===== src/rtl/sarx_pkg.sv =====
package sarx_pkg;
  typedef struct packed {
    logic shiftEn;   // shift the current bit into the word register
    logic takeNext;  // captured word includes the current bit
    logic capLeft;   // store the word as the left sample
    logic capRight;  // store the word as right and publish the pair
  } sarx_strobe_t;
endpackage


===== src/rtl/sarx_ctrl.sv =====
module sarx_ctrl
  import sarx_pkg::*;
#(
  parameter int W    = 16,
  parameter int SYNC = 2
) (
  input  logic         clk,
  input  logic         rst,
  input  logic         bitClkIn,
  input  logic         frameClkIn,
  input  logic         dataIn,
  input  logic         modeFwd,
  output sarx_strobe_t strb,
  output logic         dataBit,
  output logic         lrLevel
);
  localparam int CNT_W = $clog2(W + 1);

  logic [SYNC-1:0] bckSh, lrSh, datSh;
  logic bckS, lrS, datS, bckD;
  logic seenBit, lrPrev;
  logic [CNT_W-1:0] bitCnt;
  logic bitRise, startEdge;

  always_ff @(posedge clk) begin
    if (rst) begin
      bckSh <= '0;
      lrSh  <= '0;
      datSh <= '0;
    end else begin
      bckSh <= {bckSh[SYNC-2:0], bitClkIn};
      lrSh  <= {lrSh[SYNC-2:0], frameClkIn};
      datSh <= {datSh[SYNC-2:0], dataIn};
    end
  end

  assign bckS = bckSh[SYNC-1];
  assign lrS  = lrSh[SYNC-1];
  assign datS = datSh[SYNC-1];

  assign bitRise   = bckS & ~bckD;
  assign startEdge = bitRise & (~seenBit | (lrS != lrPrev));

  always_ff @(posedge clk) begin
    if (rst) begin
      bckD    <= 1'b0;
      seenBit <= 1'b0;
      lrPrev  <= 1'b0;
      bitCnt  <= CNT_W'(W);
    end else begin
      bckD <= bckS;
      if (bitRise) begin
        seenBit <= 1'b1;
        lrPrev  <= lrS;
        if (startEdge)
          bitCnt <= CNT_W'(1);
        else if (bitCnt < CNT_W'(W))
          bitCnt <= bitCnt + CNT_W'(1);
      end
    end
  end

  always_comb begin
    strb = '0;
    strb.shiftEn = bitRise;
    if (modeFwd) begin
      if (bitRise && !startEdge && bitCnt == CNT_W'(W - 1)) begin
        strb.takeNext = 1'b1;
        strb.capLeft  = lrS;
        strb.capRight = ~lrS;
      end
    end else begin
      if (startEdge && seenBit) begin
        strb.capLeft  = lrPrev;
        strb.capRight = ~lrPrev;
      end
    end
  end

  assign dataBit = datS;
  assign lrLevel = lrS;
endmodule


===== src/rtl/sarx_dpath.sv =====
module sarx_dpath
  import sarx_pkg::*;
#(
  parameter int W = 16
) (
  input  logic         clk,
  input  logic         rst,
  input  sarx_strobe_t strb,
  input  logic         dataBit,
  output logic [W-1:0] leftOut,
  output logic [W-1:0] rightOut,
  output logic         validOut
);
  logic [W-1:0] shReg, leftHold, word;

  assign word = strb.takeNext ? {shReg[W-2:0], dataBit} : shReg;

  always_ff @(posedge clk) begin
    if (rst) begin
      shReg    <= '0;
      leftHold <= '0;
      leftOut  <= '0;
      rightOut <= '0;
      validOut <= 1'b0;
    end else begin
      if (strb.shiftEn)
        shReg <= {shReg[W-2:0], dataBit};
      if (strb.capLeft)
        leftHold <= word;
      validOut <= strb.capRight;
      if (strb.capRight) begin
        leftOut  <= leftHold;
        rightOut <= word;
      end
    end
  end
endmodule


===== src/rtl/serial_audio_rx.sv =====
module serial_audio_rx
  import sarx_pkg::*;
#(
  parameter int W    = 16,
  parameter int SYNC = 2
) (
  input  logic         clk,
  input  logic         rst,
  input  logic         bitClkIn,
  input  logic         frameClkIn,
  input  logic         dataIn,
  input  logic         modeFwd,
  output logic [W-1:0] leftOut,
  output logic [W-1:0] rightOut,
  output logic         validOut
);
  sarx_strobe_t strb;
  logic dataBit;
  logic lrLevel;

  sarx_ctrl #(.W(W), .SYNC(SYNC)) u_ctrl (
    .clk(clk), .rst(rst), .bitClkIn(bitClkIn), .frameClkIn(frameClkIn),
    .dataIn(dataIn), .modeFwd(modeFwd), .strb(strb), .dataBit(dataBit),
    .lrLevel(lrLevel)
  );

  sarx_dpath #(.W(W)) u_dpath (
    .clk(clk), .rst(rst), .strb(strb), .dataBit(dataBit),
    .leftOut(leftOut), .rightOut(rightOut), .validOut(validOut)
  );
endmodule


===== config.mk =====
export PLATFORM = sky130hd
export DESIGN_NAME = serial_audio_rx
export DESIGN_NICKNAME = d
export VERILOG_FILES = /design/src/rtl/sarx_pkg.sv /design/src/rtl/sarx_ctrl.sv /design/src/rtl/sarx_dpath.sv /design/src/rtl/serial_audio_rx.sv
export SDC_FILE = /design/constraint.sdc
export NUM_CORES = 1
export LEC_CHECK = 0
export CORE_ASPECT_RATIO = 2
export CORE_MARGIN = 2
export CORE_UTILIZATION = 46
export CTS_CLUSTER_SIZE = 28
export DETAILED_ROUTE_END_ITERATION = 16
export DONT_BUFFER_PORTS = 1
export GPL_TIMING_DRIVEN = 0
export PLACE_DENSITY_LB_ADDON = 0.12
export SYNTH_ARGS = -nofsm -noshare
export SYNTH_HDL_FRONTEND = slang
export SYNTH_SLANG_ARGS = --single-unit

===== constraint.sdc =====
create_clock -name clk -period 1.8 [get_ports clk]
set_clock_uncertainty 0.05 [all_clocks]
set_input_delay 0.18 -clock clk [delete_from_list [all_inputs] [get_ports clk]]
set_output_delay 0.18 -clock clk [all_outputs]
set_load 0.03 [all_outputs]

## Word-level counts from Yosys, hierarchy flattened

Index checks and enable logic that the tools add are counted.

| storage, ports and cells | value |
|---|---|
| word-level logic and storage cells | 36 |
| register bits after elaboration | 79 |
| bits of input ports | 6 |
| output and inout port bits | 33 |

| cells by class | value |
|---|---|
| bitwise gates (word level) | 7 |
| add/sub/neg operators | 1 |
| muxes and demuxes | 7 |
| $lt $le $gt $ge | 1 |
| reductions and logical operators | 6 |
| eq/ne operators | 2 |

Operators with widths:

| operator | count |
|---|---|
| two-way mux 16 bit | 1 |
| two-way mux 5 bit | 2 |
| adder 5 x 1 -> 5 bit, second input constant | 1 |
| == test 5 x 4 -> 1 bit, second input constant | 1 |
| < comparator 5 bit, second input constant | 1 |
| two-way mux 2 bit | 2 |
| inverter 1 bit | 4 |
| logical AND 1 bit | 3 |
| two-way mux 3 bit | 1 |
| AND 1 bit | 2 |
| AND reduction 2 bit | 1 |
| nonzero test 2 bit | 1 |
| logical NOT 1 bit | 1 |
| two-way mux 1 bit | 1 |
| != test 1 bit | 1 |
| bitwise OR 1 bit | 1 |

## Longest topological paths before layout

Gate-level depths: netlist (run 1).

| logic depth | value |
|---|---|
| depth in word-level cells | 9 |
| gate-level depth with buffers | 9 |
| depth with buffers taken out | 7 |

## By module

From an unflattened synthesis (run 1), not the netlist that was laid out.

| unflattened totals | value |
|---|---|
| cell total of the unflattened synthesis | 299 |
| area total of the unflattened synthesis | 3051.7 µm² |

Modules (own cells, without submodules):

| module | instances | area each (µm²) | cells an instance | seq. area each (µm²) |
|---|---|---|---|---|
| sarx_dpath | 1 | 2398.6 | 230 | 1301.2 |
| sarx_ctrl | 1 | 653.1 | 69 | 280.3 |

## Worst setup path after synthesis (run 1)

OpenSTA, ideal clock, no wires.

| path | value |
|---|---|
| path kind | register to register |
| start | register u_ctrl.bitCnt[0] |
| end | register u_dpath.leftHold[0] |
| path buffers | 1 |
| required time | 1659 ps |
| arrival time | 1845 ps |
| library setup time | 91 ps |
| setup slack | -186 ps |
| period minus slack after synthesis | 1986 ps |
| cell stages (with the launch flop) | 9 |
| cell sequence | dfxtp_1 > ha_1 > and3_1 > ha_1 > nand2_1 > a2111oi_4 > buf_2 > nor2_1 > a311oi_1 |

| on the way | value |
|---|---|
| cells in the longest elaborated chain, start to end | 5 |
| elaborated cells on any way between the ends | 6 |
| classes of those cells | 1 x eq/ne; 4 x mux; 1 x reduce/logical |

RTL lines:

| item | line | source |
|---|---|---|
| start: declaration | sarx_ctrl.sv:22 | `logic [CNT_W-1:0] bitCnt;` |
| start signal: assignment | sarx_ctrl.sv:49 | `bitCnt <= CNT_W'(W);` |
| start signal: assignment | sarx_ctrl.sv:58 | `bitCnt <= bitCnt + CNT_W'(1);` |
| == test 5 x 4 -> 1 bit (*) | sarx_ctrl.sv:67 | `if (bitRise && !startEdge && bitCnt == CNT_W'(W - 1)) begin` |
| logical AND 1 bit (*) | sarx_ctrl.sv:67 |  |
| two-way mux 3 bit (*) | sarx_ctrl.sv:67 |  |
| two-way mux 1 bit | sarx_ctrl.sv:66 | `if (modeFwd) begin` |
| two-way mux 16 bit | sarx_dpath.sv:16 | `assign word = strb.takeNext ? {shReg[W-2:0], dataBit} : shReg;` |
| end signal: assignment | sarx_dpath.sv:29 | `leftHold <= word;` |
| end: declaration | sarx_dpath.sv:14 | `logic [W-1:0] shReg, leftHold, word;` |

Every way passes the cells marked *; elsewhere a longest branch is shown, timed or not.
A chain may end at the register's enable or synchronous reset.

## Worst setup path in the final report (run 1)

| path | value |
|---|---|
| start | register u_ctrl.bitCnt[1] |
| end | register u_dpath.rightOut[7] |

| on the way | value |
|---|---|
| cells in the longest elaborated chain, start to end | 5 |
| elaborated cells on any way between the ends | 6 |
| classes of those cells | 1 x eq/ne; 4 x mux; 1 x reduce/logical |

RTL lines:

| item | line | source |
|---|---|---|
| == test 5 x 4 -> 1 bit (*) | sarx_ctrl.sv:67 |  |
| logical AND 1 bit (*) | sarx_ctrl.sv:67 |  |
| two-way mux 3 bit (*) | sarx_ctrl.sv:67 |  |
| two-way mux 1 bit | sarx_ctrl.sv:66 |  |
| two-way mux 16 bit | sarx_dpath.sv:16 |  |
| end signal: assignment | sarx_dpath.sv:33 | `rightOut <= word;` |
| end: declaration | sarx_dpath.sv:11 | `output logic [W-1:0] rightOut,` |

Marks and branches as above.

==> metrics.txt, run 1 <==
initial core utilization 0.4732; P&R area growth vs syn 34.05%; Die H 117.5 µm; post-DR wirelength/cell 15.94 µm; CP required 1.99 ns; fin cells 470; Synth area leader dfxtp_1; combinational cell fraction of total power 0.025; Final Instance Area 0.003970 mm²; Final Hold Viols 0; pwr dens 945.6 mW/mm²; maximum clock frequency 0.5124 GHz; TritonCTS sink count 79; Slew @ Worst Pin 0.6687 ns; vias in the first global route 2295; slowest stage cell on the critical path dfxtp_2; synth unique cells 27; worst min path class in2reg; Worst path max stage delay 0.35 ns; status finished, violations left; post-layout util 0.6343; delay-heaviest family, CP compound AO/OA/AOI/OAI gates; Static Leakage 1.341 nW; main area contributors after synthesis dfxtp_1, nand2_1, a311oi_1; via count 2516; share of layout cells above drive strength 1 0.2656; RSZ-0062 raised after global routing true; most used cell, CP ha_4; Clock Power Share 0.504; Max-slew headroom 0.5542; Worst-path clk slew 0.06 ns; pre-CTS setup slack -0.2694 ns; Port Buffers 0; vias per inst 5.353; routability congestion estimate 0.7820; Sw Share 0.2000; Max clock buf depth 2; type of origin of the critical path flip-flop; Residual DRC 0; dpl cells 434; Pre-antenna DRT Iters 4; crit path max fanout 5; H-tree Lvls 3; Psw 750.9 µW; max cap viols 0; cell area after placement 0.003146 mm²; worst hold margin 0.3412 ns; CTS root buffer clkbuf_16; Avg Inst Size Synth 8.510 µm²; worst path bufs/invs 2; Detailed Place HPWL 4947 µm; Clock Latency Late Sink 0.33 ns; flops & latches, synth 79; Setup Crit Path Kind reg2reg; Synth top area share 0.5340; number of diodes 0; first-pass GRT wire length 11410 µm; Synth warnings 0; # fillers 549; CP cell instances ha_4 > and3_4 > ha_4 > nand3b_1 > a211oi_4 > buf_6 > clkbuf_8 > nor2_1 > a311oi_1; die area 0.007135 mm²; Sum Neg Setup Slack -5.114 ns; antenna-violating nets left 0; DIE WIDTH 60.74 µm; fin crit share 1.084; Tot Pwr 3.754 mW; Sequential Power Share 0.471; core area 0.006259 mm²; post-synthesis sequential area ratio 0.5340; largest net degree at the start of global routing 13; Post-Syn Area 0.002962 mm²; CTS tree yes; min Tclk post-route 1.952 ns; Synth Instances 348; final setup violation count 49; total wire length 7491 µm; CP Capture Type flip-flop; initial antenna violation count 0; Data arrival, critical path 2.15 ns; failing checks negative setup slack; Final Net Count 388; Rows 41; global route total overflow 0; boundary pin count 39; number of buffers created by CTS 9; Max VDD drop 0.6213 mV; setup ws final -0.1515 ns; Cell Int Power 3.003 mW; syn_nets 356; max-slew violation count 0; Total GRT Usage 0.2164; First DRT Iteration DRCs 130
## cells in the mapped netlist
cell / count
ha_1: 2
or3_1: 1
a31oi_1: 1
clkbuf_1: 18
o31a_1: 1
nor2b_1: 9
inv_1: 3
buf_2: 6
buf_4: 1
nor3_2: 1
nand4b_1: 1
and3_1: 1
o21ai_0: 3
nor4_1: 1
nor2_1: 35
nand3b_1: 3
dfxtp_1: 79
a2111oi_4: 1
a211o_1: 1
a311oi_1: 32
nand2_1: 101
nor3_1: 1
buf_6: 1
nand2b_1: 4
xor2_2: 1
a211oi_1: 3
a21oi_1: 37
## logic make-up (layout without fill, tap and decap cells)
group | after synthesis | after routing | share of synthesized area
flops | 79 | 79 | 0.5340
xor+xnor | 1 | 1 | 0.005494
fa+ha+maj | 2 | 2 | 0.008448
simple gates | 158 | 158 | 0.2218
buf+inv | 29 | 65 | 0.04309
compound gates | 79 | 79 | 0.1872
## final timing paths
kind                     from  slack, ns             endpoint  cells after the start
max          u_ctrl.bitCnt[1]      -0.15  u_dpath.rightOut[7]                      9
min                   modeFwd       0.34  u_dpath.leftHold[8]                      6
max reg2reg  u_ctrl.bitCnt[1]      -0.15  u_dpath.rightOut[7]                      9
min reg2reg    u_ctrl.lrSh[0]       0.38       u_ctrl.lrSh[1]                      1
## worst reg2reg max path: stages (launching register included)
cell	delay, ns
dfxtp_2	0.35
ha_4	0.14
and3_4	0.19
ha_4	0.14
nand3b_1	0.15
a211oi_4	0.23
buf_6	0.17
clkbuf_8	0.16
nor2_1	0.04
a311oi_1	0.24
## what timing repair did
item | CTS | global route
pin swaps | 20 | 20
hold endpoints to repair | 3 | 0
gates resized for setup | 41 | 53
cloned | 4 | 1
hold buffers | 3 | 0
endpoints found under the setup margin | 49 | 52
setup buffers | 12 | 3
## final cells by class
class	count	area (µm²)	share of cell area
plain buffers	24	198.9	0.05011
clock buffers	13	280.3	0.07060
clock inverters	2	37.54	0.009455
inverters	3	11.26	0.002836
multi-input cells	240	1516	0.3820
flip-flops and latches	79	1587	0.3996
well taps	86	107.6	0.02710
repair buffers	23	231.5	0.05830
## registers in the layout, summed over array words and instances (netlist names)
name,cells
u_ctrl.lrSh,2
u_ctrl.bckSh,2
u_dpath.rightOut,16
u_dpath.shReg,16
u_dpath.leftHold,16
u_ctrl.lrPrev,1
u_dpath.validOut,1
u_ctrl.bitCnt,5
u_ctrl.seenBit,1
u_dpath.leftOut,16
u_ctrl.datSh,2
u_ctrl.bckD,1
## routing by layer
layer,part of all wire,up-vias,GRT usage
met4,0.034,0,0.1223
met1,0.39,1188,0.2269
met2,0.54,51,0.3770
li1,-,1260,-
met5,0,-,0
met3,0.032,17,0.04176
## layout by cell type, fill, tap and decap left out, drive strengths merged, types with 2 or more instances in the layout
master / instances
nor3: 2
a21oi: 37
dlygate4sd3: 3
clkbuf: 29
inv: 3
dfxtp: 79
nor2b: 9
a311oi: 32
ha: 2
o21ai: 3
nor2: 35
nand2: 101
a211oi: 3
buf: 28
nand2b: 4
nand3b: 3
## power by group through the flow
stage | Sequential (mW) | Combinational (mW) | Clock (mW)
floorplan | 1.81 | 0.0567 | 0
global placement | 1.81 | 0.0788 | 0
detailed placement | 1.81 | 0.0794 | 0
CTS | 1.77 | 0.0884 | 1.92
global route | 1.77 | 0.102 | 1.98
finish | 1.77 | 0.0926 | 1.89
(Power assumes the default switching activity.)
==> run 2: changes to the inputs <==
TNS_END_PERCENT = 1   (was not set)
==> run 2 against run 1 <==
  * Global-route usage shrank 0.71 points
  * Via count shrank 2.5%
  * Non-clock buffer count shrank 9
  * Clock power shrank 17%
  * Setup slack gained 0.015 ns
  * Critical endpoint is now u_dpath.leftOut[10]
  * Core utilization shrank 5.8 points
  * Final area shrank 9.1%
  * Combinational power shrank 6.7%
  * The run still ends with negative setup slack left
  * Sequential cell count is the same
  * First-iteration DRC count shrank 24%
  * Final cell count shrank 2.1%
==> metrics.txt, run 2 (synthesis results as in run 1) <==
CP Capture Type flip-flop; RSZ-0062 raised after global routing true; Total GRT Usage 0.2093 (-0.007094); Setup Crit Path Kind reg2reg; max-slew violation count 0 (unchanged); vias in the first global route 2342 (+2.0%); max cap viols 0 (unchanged); core area 0.006259 mm² (unchanged); share of layout cells above drive strength 1 0.1524 (-0.1132); r2r setup slk -0.14 ns (+0.02 ns); Data arrival, critical path 2.09 ns (-0.06 ns); CP required 1.95 ns (-0.04 ns); DIE WIDTH 60.74 µm (unchanged); CTS tree yes; min Tclk post-route 1.936 ns (-0.01528 ns); worst hold margin 0.2699 ns (-0.07126 ns); Max clock buf depth 2 (unchanged); Final Hold Viols 0 (unchanged); Final Net Count 379 (-2.3%); R2R cell count 8 (-1); Worst-path clk slew 0.06 ns (about the same); delay-heaviest family, CP compound AO/OA/AOI/OAI gates; Worst path max stage delay 0.45 ns (+0.10 ns); crit path max fanout 10 (+5); routability congestion estimate 0.7886 (+0.84%); pwr dens 946.2 mW/mm² (about the same); TritonCTS sink count 79 (unchanged); Hold EP u_dpath.leftHold[15]; hold path cells 5 (-1); post-DR wirelength/cell 14.91 µm (-6.5%); number of buffers created by CTS 9 (unchanged); via count 2453 (-2.5%); hold_sp modeFwd; Port Buffers 0 (unchanged); Residual DRC 0 (unchanged); global route total overflow 0 (unchanged); fin crit share 1.076 (-0.008492); Detailed Place HPWL 4929 µm (-0.35%); CTS root buffer clkbuf_16; Sw Share 0.2099 (+0.009908); boundary pin count 39 (unchanged); initial antenna violation count 0 (unchanged); largest net degree at the start of global routing 12 (-1); combinational cell fraction of total power 0.025 (about the same); worst path bufs/invs 1 (-1); P&R area growth vs syn 21.88%; die area 0.007135 mm² (unchanged); Tot Pwr 3.415 mW (-9.0%); antenna-violating nets left 0 (unchanged); Clock Latency Late Sink 0.34 ns (about the same); H-tree Lvls 3 (unchanged); Max VDD drop 0.6150 mV (-1.0%); Rows 41 (unchanged); total wire length 6857 µm (-8.5%); Max-slew headroom 0.6265 (+0.07232); Sequential Power Share 0.518 (+0.047); First DRT Iteration DRCs 99 (-24%); Static Leakage 1.153 nW (-14%); Pre-antenna DRT Iters 4 (unchanged); final setup violation count 49 (unchanged); number of diodes 0 (unchanged); Crit Reg-Reg Endpoint u_dpath.leftOut[10]; first-pass GRT wire length 10960 µm (-3.9%); cell area after placement 0.003131 mm² (-0.48%); vias per inst 5.333 (-0.38%); Final Instance Area 0.003610 mm² (-9.1%); CP cell instances ha_4 > and3_4 > ha_4 > nand3b_1 > a211o_1 > clkbuf_8 > nand2_1 > a21oi_1; FF-to-FF Start u_ctrl.bitCnt[0]; Slew @ Worst Pin 0.5602 ns (-0.1085 ns); maximum clock frequency 0.5165 GHz (+0.79%); worst min path class in2reg; slowest stage cell on the critical path a211o_1; status finished, violations left; # fillers 608 (+11%); Cell Int Power 2.698 mW (-10%); type of origin of the critical path flip-flop; Die H 117.5 µm (unchanged); failing checks negative setup slack; most used cell, CP ha_4; most frequent cells in the layout nand2_1, dfxtp_1, a21oi_1; setup ws final -0.1362 ns (+0.01528 ns); Clock Power Share 0.456 (-0.048); Psw 717.0 µW (-4.5%); most common cell after layout, fill and taps aside nand2_1; initial core utilization 0.4732 (unchanged)
run 2: cell count changes in the layout (fill, tap and decap cells not counted), sizes merged:
cell,change
buf,-10
clkinvlp,-1
clkinv,+2
bufinv,-1
run 2: timing repair:
action,CTS,global route
pin swaps,24,6
resized for setup,24,11
hold buffers,3,0
buffers inserted,8,1
endpoints found under the hold margin,3,0
endpoints found under the setup margin,49,49
gates cloned,1,0
run 2: worst max path at each step:
stage | from | end | slack, ns | depth (start not counted)
CTS | u_ctrl.bitCnt[0] | u_dpath.leftHold[13] | -0.17 | 9
floorplan | u_ctrl.bitCnt[1] | u_dpath.leftOut[0] | -0.03 | 9
global route | u_ctrl.bitCnt[0] | u_dpath.rightOut[5] | -0.26 | 9
finish | u_ctrl.bitCnt[0] | u_dpath.leftOut[10] | -0.14 | 8
global placement | u_ctrl.bitCnt[0] | u_dpath.rightOut[11] | -0.28 | 8
detailed placement | u_ctrl.bitCnt[0] | u_dpath.rightOut[11] | -0.31 | 8
run 2: metrics by stage:
| step | setup slack, ns | utilization | setup TNS (ns) | cells |
|---|---|---|---|---|
| after floorplan | -0.02926 | - | -0.7533 | 348 |
| after global placement | -0.2834 | 0.5002 | -11.62 | 434 |
| after detailed placement | -0.3136 | 0.5002 | -12.74 | 434 |
| after CTS | -0.1722 | 0.5690 | -4.755 | 459 |
| after global routing | -0.2575 | 0.5768 | -9.165 | 460 |
| final | -0.1362 | 0.5768 | -4.257 | 460 |
run 2: area by class of cell:
type | instances | area, µm² | share of cell area
multi-input cells | 240 | 1351 | 0.3744
well taps | 86 | 107.6 | 0.02981
repair buffers | 13 | 121.4 | 0.03362
clock inverters | 2 | 10.01 | 0.002773
inverters | 3 | 11.26 | 0.003120
clock buffers | 12 | 236.5 | 0.06551
flip-flops and latches | 79 | 1587 | 0.4395
plain buffers | 25 | 185.2 | 0.05130
run 2: power groups by stage:
stage          clock (mW)  sequential (mW)  combinational [mW]
2_1_floorplan           0             1.81              0.0560
4_1_cts              1.60             1.77              0.0862
6_report             1.56             1.77              0.0864
3_3_place_gp            0             1.81              0.0778
5_1_grt              1.67             1.77              0.0967
3_5_place_dp            0             1.81              0.0782
run 2: layer usage:
layer / track usage / share of wire / vias up
met1: 0.2120 / 0.38 / 1134
met2: 0.3522 / 0.53 / 52
li1: - / - / 1246
met3: 0.06813 / 0.045 / 21
met4: 0.1236 / 0.040 / 0
met5: 0 / 0 / -
run 2: worst register-to-register path, cell delays in order (launching register included):
cell	delay (ns)
dfxtp_4	0.36
ha_4	0.13
and3_4	0.19
ha_4	0.14
nand3b_1	0.14
a211o_1	0.45
clkbuf_8	0.22
nand2_1	0.07
a21oi_1	0.06
==> run 3: changes to the inputs <==
REMOVE_ABC_BUFFERS = 1   (was not set)
SLEW_MARGIN = 20   (was not set)
==> run 3 against run 2 <==
  * The flow still finishes with violations (negative setup slack)
  * Non-clock buffer count is 2 lower
  * Hold slack worse by 0.14 ns
  * Core utilization increased by 1.9 points
  * Critical path type unchanged
  * Largest cell class unchanged
  * Critical path depth increased by 2
  * Largest power group unchanged
==> metrics.txt, run 3 (synthesis results as in run 1) <==
DIE WIDTH 60.74 µm (unchanged); Clock Latency Late Sink 0.33 ns (about the same); worst min path class in2reg; TritonCTS sink count 79 (unchanged); vias in the first global route 2236 (-4.5%); share of layout cells above drive strength 1 0.1609 (+0.008451); total wire length 6650 µm (-3.0%); final setup violation count 48 (-2.0%); boundary pin count 39 (unchanged); max cap viols 0 (unchanged); Slew @ Worst Pin 0.8739 ns (+0.3136 ns); Sum Neg Setup Slack -3.977 ns (+0.2802 ns); Max clock buf depth 2 (unchanged); Final Hold Viols 0 (unchanged); number of buffers created by CTS 9 (unchanged); Crit Reg-Reg Endpoint u_dpath.leftOut[1]; min Tclk post-route 1.928 ns (-0.008465 ns); Tot Pwr 3.536 mW (+3.5%); CTS root buffer clkbuf_16; Detailed Place HPWL 3788 µm (-23%); Final Net Count 377 (-0.53%); Setup Crit Path Kind reg2reg; most frequent cells in the layout nand2_1, dfxtp_1, a21oi_1; # fillers 605 (-0.49%); Static Leakage 1.235 nW (+7.1%); CTS tree yes; Total GRT Usage 0.1984 (-0.01094); post-layout util 0.5960 (+0.01919); hold_sp rst; Max VDD drop 0.6970 mV (+13%); Final Instance Area 0.003730 mm² (+3.3%); global route total overflow 0 (unchanged); antenna-violating nets left 0 (unchanged); most common cell after layout, fill and taps aside nand2_1; cell area after placement 0.003020 mm² (-3.5%); vias per inst 5.336 (about the same); core area 0.006259 mm² (unchanged); H-tree Lvls 3 (unchanged); Die H 117.5 µm (unchanged); maximum clock frequency 0.5187 GHz (+0.44%); die area 0.007135 mm² (unchanged); Pre-antenna DRT Iters 4 (unchanged); Worst-path clk slew 0.05 ns (about the same); P&R area growth vs syn 25.94%; setup ws final -0.1278 ns (+0.008465 ns); post-DR wirelength/cell 14.49 µm (-2.8%); max-slew violation count 0 (unchanged); CP Capture Type flip-flop; initial antenna violation count 0 (unchanged); Data arrival, critical path 2.14 ns (+0.05 ns); via count 2449 (-0.16%); crit path max fanout 6 (-4); failing checks negative setup slack; fin crit share 1.071 (-0.004703); Rows 41 (unchanged); pre-CTS setup slack -0.8986 ns (-0.5850 ns); R2R cell count 10 (+2); r2r setup slk -0.13 ns (about the same); FF-to-FF Start u_ctrl.bitCnt[1]; first-pass GRT wire length 10670 µm (-2.7%); hold path cells 2 (-3); initial core utilization 0.4732 (unchanged); type of origin of the critical path flip-flop; number of diodes 0 (unchanged); Max-slew headroom 0.4174 (-0.2091); First DRT Iteration DRCs 124 (+25%); status finished, violations left; RSZ-0062 raised after global routing true; Port Buffers 0 (unchanged); largest net degree at the start of global routing 80 (+68); routability congestion estimate 0.7282 (-7.7%); pwr dens 948.1 mW/mm² (+0.20%); Residual DRC 0 (unchanged); Hold EP u_dpath.leftOut[0]; CP required 2.01 ns (+0.06 ns)
[run 3: changes by cell type in the layout (fill, tap and decap cells not counted), sizes merged]
cell	before	now
clkinv	2	0
dlygate4sd3	3	7
buf	18	29
clkbuf	29	15
[run 3: what timing repair did]
action	4_1_cts	5_1_grt
pin swaps	36	1
resized for setup	27	3
hold endpoints to repair	79	72
cloned	3	0
setup endpoints to repair	49	49
buffers inserted	20	0
hold buffers	7	1
[run 3: metrics by stage]
stage | std cells | hold WS (ns)
5_1_grt | 459 | 0.1620
4_1_cts | 458 | -0.1438
3_3_place_gp | 408 | 0.2061
2_1_floorplan | 322 | 0.1991
6_report | 459 | 0.1328
3_5_place_dp | 413 | 0.2071
[run 3: worst max-delay path by stage]
stage	from	to	slack, ns
finish	u_ctrl.bitCnt[1]	u_dpath.leftOut[1]	-0.13
global route	u_ctrl.bitCnt[1]	u_dpath.rightOut[0]	-0.26
CTS	u_ctrl.bitCnt[1]	u_dpath.rightOut[6]	-0.12
detailed placement	u_ctrl.bitCnt[0]	u_dpath.leftHold[3]	-0.90
global placement	u_ctrl.bitCnt[0]	u_dpath.rightOut[0]	-3.90
floorplan	u_ctrl.bitCnt[0]	u_dpath.rightOut[0]	-2.37
[run 3: power breakdown]
group,internal [mW],leakage [nW],switching (mW),total [mW]
sequential,1.76,0.639,0.00909,1.77
clock,1.04,0.136,0.641,1.68
combinational,0.0310,0.460,0.0538,0.0848
[run 3: cell type report]
| type | count | area [µm²] | share of cell area |
|---|---|---|---|
| Tap cell | 86 | 107.6 | 0.02885 |
| Sequential cell | 79 | 1584 | 0.4247 |
| Timing Repair Buffer | 36 | 410.4 | 0.1100 |
| Clock buffer | 15 | 277.8 | 0.07447 |
| Multi-Input combinational cell | 240 | 1339 | 0.3589 |
| Inverter | 3 | 11.26 | 0.003019 |
[run 3: routing by layer]
layer  vias to the layer above  track usage  share of wire
met1                      1152       0.2309           0.40
met2                        50       0.3246           0.53
li1                       1237            -              -
met4                         0      0.08288          0.022
met5                         -            0              0
met3                        10      0.06044          0.044
[run 3: critical path: stages (launching register included)]
cell and delay (ns):
dfxtp_2 0.35, ha_4 0.14, and3_4 0.19, ha_4 0.14
nand3b_1 0.14, a211oi_4 0.27, buf_6 0.19, buf_8 0.13
buf_4 0.11, nand2_1 0.05, a21oi_1 0.10
